## config.mk

```make
export PLATFORM = sky130hd
export DESIGN_NAME = ccs_ctrl
export DESIGN_NICKNAME = d
export VERILOG_FILES = /design/src/rtl/ccs_pkg.sv /design/src/rtl/ccs_pi.sv /design/src/rtl/ccs_peer_sum.sv /design/src/rtl/ccs_ctrl.sv
export SDC_FILE = /design/constraint.sdc
export NUM_CORES = 1
export LEC_CHECK = 0
export ABC_AREA = 0
export CAP_MARGIN = 20
export CORE_MARGIN = 5
export CORE_UTILIZATION = 64
export DETAILED_ROUTE_END_ITERATION = 8
export HOLD_SLACK_MARGIN = 0.03
export PLACE_DENSITY = 0.84
export SKIP_CTS_REPAIR_TIMING = 1
export SYNTH_ARGS = -nofsm -noshare
export SYNTH_HDL_FRONTEND = slang
export SYNTH_SLANG_ARGS = --single-unit
```

## constraint.sdc

```tcl
create_clock -name clk -period 28.2 [get_ports clk]
set_clock_uncertainty 0.2 [all_clocks]
set_input_delay 5.64 -clock clk [delete_from_list [all_inputs] [get_ports clk]]
set_output_delay 5.64 -clock clk [all_outputs]
set_load 0.02 [all_outputs]
```

## src/rtl/ccs_pkg.sv

```systemverilog
package ccs_pkg;
   localparam int WIDE = 64;

   function automatic logic signed [WIDE-1:0] sat_wide(input logic signed [WIDE-1:0] x,
                                                       input longint lim);
      logic signed [WIDE-1:0] hi;
      logic signed [WIDE-1:0] lo;
      hi = lim;
      lo = -lim;
      if (x > hi) return hi;
      else if (x < lo) return lo;
      else return x;
   endfunction
endpackage

```

## src/rtl/ccs_pi.sv

```systemverilog
module ccs_pi
   import ccs_pkg::*;
#(
   parameter int     EW   = 13,
   parameter int     OW   = 12,
   parameter int     FRAC = 8,
   parameter longint LIM  = 1000,
   parameter longint KP   = 256,
   parameter longint KI   = 16
) (
   input  logic                 clk,
   input  logic                 rst_n,
   input  logic                 step,
   input  logic signed [EW-1:0] err,
   output logic signed [OW-1:0] u
);
   logic signed [OW-1:0]   integ_q;
   logic signed [WIDE-1:0] e_w, integ_w, p_term, i_term, i_cand, raw, u_w;
   logic                   over;

   assign e_w     = {{(WIDE-EW){err[EW-1]}}, err};
   assign integ_w = {{(WIDE-OW){integ_q[OW-1]}}, integ_q};

   always_comb begin
      p_term = (KP * e_w) >>> FRAC;
      i_term = (KI * e_w) >>> FRAC;
      i_cand = sat_wide(integ_w + i_term, LIM);
      raw    = p_term + i_cand;
      u_w    = sat_wide(raw, LIM);
      over   = (u_w != raw);
   end

   assign u = u_w[OW-1:0];

   always_ff @(posedge clk) begin
      if (!rst_n)              integ_q <= '0;
      else if (step && !over)  integ_q <= i_cand[OW-1:0];
   end
endmodule

```

## src/rtl/ccs_peer_sum.sv

```systemverilog
module ccs_peer_sum #(
   parameter int N_MOD = 2,
   parameter int DW    = 12,
   parameter int SW    = 14
) (
   input  logic [N_MOD*DW-1:0] i_all,
   output logic [N_MOD*SW-1:0] peer
);
   logic signed [SW-1:0] total;

   always_comb begin
      total = '0;
      for (int k = 0; k < N_MOD; k++)
         total = total + {{(SW-DW){i_all[k*DW+DW-1]}}, i_all[k*DW +: DW]};
   end

   for (genvar j = 0; j < N_MOD; j++) begin : g_peer
      assign peer[j*SW +: SW] = total - {{(SW-DW){i_all[j*DW+DW-1]}}, i_all[j*DW +: DW]};
   end
endmodule

```

## src/rtl/ccs_ctrl.sv

```systemverilog
module ccs_ctrl #(
   parameter int     N_MOD = 2,
   parameter int     DW    = 12,
   parameter int     OW    = 12,
   parameter int     FRAC  = 8,
   parameter longint LIM   = 1000,
   parameter longint KP_V  = 768,
   parameter longint KI_V  = 192,
   parameter longint KP_I  = 640,
   parameter longint KI_I  = 16
) (
   input  logic                clk,
   input  logic                rst_n,
   input  logic                smp_stb,
   input  logic [DW-1:0]       v_ref,
   input  logic [DW-1:0]       v_meas,
   input  logic [N_MOD*DW-1:0] i_meas,
   output logic [N_MOD*OW-1:0] duty,
   output logic                duty_vld
);
   localparam int SW  = DW + $clog2(N_MOD) + 1;
   localparam int EWV = DW + 1;
   localparam int EWI = ((SW > OW) ? SW : OW) + 1;

   if (N_MOD < 2)                  begin : g_bad_n   $error("N_MOD must be at least 2"); end
   if (LIM >= (64'sd1 <<< (OW-1))) begin : g_bad_lim $error("LIM must fit in OW bits"); end
   if (EWI + 24 > 62)              begin : g_bad_w   $error("widths too large for 64-bit math"); end

   logic signed [EWV-1:0]   v_err;
   logic signed [OW-1:0]    iref;
   logic [N_MOD*SW-1:0]     peer;
   logic [N_MOD*OW-1:0]     u_all;
   logic [N_MOD*OW-1:0]     duty_q;
   logic                    vld_q;

   assign v_err = {v_ref[DW-1], v_ref} - {v_meas[DW-1], v_meas};

   ccs_pi #(.EW(EWV), .OW(OW), .FRAC(FRAC), .LIM(LIM), .KP(KP_V), .KI(KI_V)) i_outer (
      .clk(clk), .rst_n(rst_n), .step(smp_stb), .err(v_err), .u(iref)
   );

   ccs_peer_sum #(.N_MOD(N_MOD), .DW(DW), .SW(SW)) i_peer (
      .i_all(i_meas), .peer(peer)
   );

   for (genvar j = 0; j < N_MOD; j++) begin : g_inner
      logic signed [EWI-1:0] e_i;
      logic signed [OW-1:0]  u_j;
      assign e_i = {{(EWI-OW){iref[OW-1]}}, iref}
                 - {{(EWI-SW){peer[j*SW+SW-1]}}, peer[j*SW +: SW]};
      ccs_pi #(.EW(EWI), .OW(OW), .FRAC(FRAC), .LIM(LIM), .KP(KP_I), .KI(KI_I)) i_pi (
         .clk(clk), .rst_n(rst_n), .step(smp_stb), .err(e_i), .u(u_j)
      );
      assign u_all[j*OW +: OW] = u_j;
   end

   always_ff @(posedge clk) begin
      if (!rst_n) begin
         duty_q <= '0;
         vld_q  <= 1'b0;
      end else begin
         vld_q <= smp_stb;
         if (smp_stb) duty_q <= u_all;
      end
   end

   assign duty     = duty_q;
   assign duty_vld = vld_q;
endmodule

```

==> results.py <==
metrics = {
    "run_status": {
        "outcome": "finished, final reports clean",
    },
    "routing": {
        "wl_um": 40900,
        "avgViaCountPerCell": 6.46,
        "wl_per_cell_um": 17.6,
        "first_iter_violations": 1324,
        "vias": 15000,
        "firstDrtPassIters": 6,
        "drc": 0,
        "ant_nets": 0,
    },
    "worst_setup_path": {
        "path_class": "input port to flip-flop",
        "endpoint_kind": "flip-flop",
        "required_ns": 28.20,
        "crit_arrival_ns": 26.99,
        "crit_fanout": 12,
        "startpoint_type": "input port",
        "r2r_start": "i_outer.integ_q[0]",
        "reg2reg_to": "g_inner[0].i_pi.integ_q[3]",
        "cpMaxStageDelayCell": "fa_1",
        "cpMostUsedCell": "ha_1",
        "r2r_slack_ns": 9.37,
        "reg2reg_depth": 72,
        "max_stage_delay_ns": 0.57,
    },
    "clock_tree": {
        "cts.sinks": 61,
        "cts.clk_slew.worst_paths_ns": 0.06,
        "cts_buffers": 9,
        "clock_latency_ns": 0.35,
        "htree_levels": 3,
        "cts-root-buf": "clkbuf_16",
        "cts_tree": "done",
        "clock_path_buffers": 2,
    },
    "floorplan": {
        "core-area_um2": 23400,
        "start_util_pct": 65.0,
        "rows": 56,
        "dieHeight_um": 164,
        "boundaryPins": 76,
        "die_area_um2": 26900,
        "die_x_um": 164,
    },
    "placed_design": {
        "place.detailed.hpwl_um": 33600,
        "place_congestion": 0.991,
        "portBuffers": 75,
        "dpl_cell_area_um2": 16200,
    },
    "sta": {
        "min_period_over_period_pct": 95.7,
        "relSlewSlack_pct": 30.8,
        "fmax_ghz": 0.0371,
        "period_minus_slack_ns": 26.99,
        "maxSlewViolCount": 0,
        "setup_viol": 0,
        "hold_viol_final": 0,
        "tightest_slew_ns": 1.04,
    },
    "final_layout": {
        "finish.instance_area_um2": 16900,
        "nFillCells": 1900,
        "syn2layout_area_growth_pct": 11.2,
        "fin_nets": 2377,
        "drive_above_1_share_pct": 6.79,
        "multi_input_area_um2": 13500,
        "seq_area_um2": 1220,
        "n_antenna_cell": 0,
    },
    "global_routing": {
        "grt_pass1_wl_um": 66700,
        "gr-total-overflow": 0,
        "grt_usage_pct": 29.4,
        "grt_max_degree": 57,
        "grt_pass1_vias": 13900,
        "grt_antenna_before_repair": 0,
    },
    "yosys": {
        "synth_cells": 1931,
        "synth_common_cells": "250 x ha_1, 154 x nor2_1, 143 x inv_1",
        "syn_area_um2": 15200,
        "synth_top_area_share_pct": 20.6,
        "ys_types": 96,
        "ys_seq_elements": 61,
        "yosys.area.top_type": "ha_1",
        "yosysSeqAreaShare_pct": 8.03,
        "synth.area.top_cells": "ha_1 21%, fa_1 10%, dfxtp_1 8.0%, xnor2_1 4.7%, a21oi_1 4.7%",
        "synth_ff_type": "dfxtp_1",
        "synth_edf_count": 0,
        "avgSynthCellArea_um2": 7.87,
        "async_flop_share_pct": 0,
        "post-synth-top-count-cell": "ha_1",
        "yosysWarnings": 0,
        "syn_nets": 2310,
    },
    "worst_hold_path": {
        "min_from": "g_inner[1].i_pi.integ_q[11]",
        "hold_class": "flip-flop to flip-flop",
        "min_to": "g_inner[1].i_pi.integ_q[11]",
        "worstHoldPathCells": 2,
    },
    "run": {
        "maxCapViolCount": 0,
    },
}
-- flip-flops by register name (all words and copies together) (netlist names) --
signal	count
duty	24
i_outer.integ_q	12
duty_vld	1
g_inner.i_pi.integ_q	24
-- worst max path at each step --
| stage | startpoint | endpoint | slack, ns | depth (start not counted) |
|---|---|---|---|---|
| after global routing | v_ref[0] | g_inner[0].i_pi.integ_q[11] | -0.09 | 90 |
| after floorplan | v_ref[0] | g_inner[0].i_pi.integ_q[11] | 2.71 | 91 |
| after global placement | v_ref[0] | g_inner[0].i_pi.integ_q[3] | 0.46 | 87 |
| after CTS | v_meas[1] | g_inner[0].i_pi.integ_q[3] | -0.11 | 85 |
| after detailed placement | v_meas[1] | g_inner[0].i_pi.integ_q[3] | -0.30 | 85 |
| final | v_ref[0] | g_inner[0].i_pi.integ_q[3] | 1.21 | 91 |
-- critical path: cells and delay by family --
kind / cells / cell delay (ns)
AO/OA/AOI/OAI: 32 / 6.76
XOR/XNOR: 3 / 0.59
adder cells (fa/ha/maj): 16 / 5.95
buffers and inverters: 8 / 1.18
AND/OR/NAND/NOR: 32 / 6.83
-- cells in the final DEF, fill, tap and decap left out, drive strengths merged, types with 10 or more instances in the layout --
cell type      Yosys  layout
nand4             38      38
a21boi            17      17
a21o              46      46
fa                78      78
nor2             154     154
nor4b             12      12
and3              27      27
or3               18      18
a211oi            29      29
nor2b             25      25
o21ai            137     137
clkdlybuf4s50      0      74
o21a              26      26
ha               250     250
xor2              50      50
and2              20      20
nor4              25      25
nor3              42      42
a41oi             10      10
a31oi             24      24
nand3             45      45
o211ai            15      15
nand2b            20      20
a221oi            10      10
o21bai            29      29
buf               14      24
inv              143     145
xnor2             83      83
dfxtp             61      61
nand2            125     125
mux2i             18      18
a21oi            148     148
-- routing by layer --
layer / track usage [%] / wire length (um) / vias to the layer above
li1: - / - / 7307
met1: 42.2 / 18900 / 7084
met2: 47.7 / 18600 / 560
met3: 4.17 / 2850 / 59
met4: 5.45 / 621 / 0
met5: 0 / 0 / -
-- through the flow --
step	TNS (ns)	setup slack, ns	cells	hold WS (ns)	util (%)
floorplan	0	2.71	1931	0.233	-
global placement	0	0.462	2292	0.247	69.3
finish	0	1.21	2322	0.258	72.3
detailed placement	-2.83	-0.299	2293	0.244	69.4
CTS	-0.441	-0.105	2309	0.259	70.6
global route	-0.593	-0.0882	2322	0.287	72.3
-- layout make-up --
| class | count | share of cell area (%) |
|---|---|---|
| Multi-Input combinational cell | 1682 | 80.0 |
| Sequential cell | 61 | 7.22 |
| Inverter | 145 | 3.22 |
| Timing Repair Buffer | 99 | 5.57 |
| Clock buffer | 9 | 1.33 |
| Clock inverter | 7 | 0.289 |
| Tap cell | 319 | 2.36 |
-- cells by family after synthesis --
family | share of synthesized area (%)
adders and majority gates | 30.8
AOI/OAI and AO/OA | 26.1
buffers and inverters | 4.93
muxes | 1.26
and+or+nand+nor | 21.1
DFF | 8.03
xor gates and xnor gates | 7.71
Power is not shown: default switching activity piles up to over one toggle a cycle in this logic, so the estimate is an artifact.
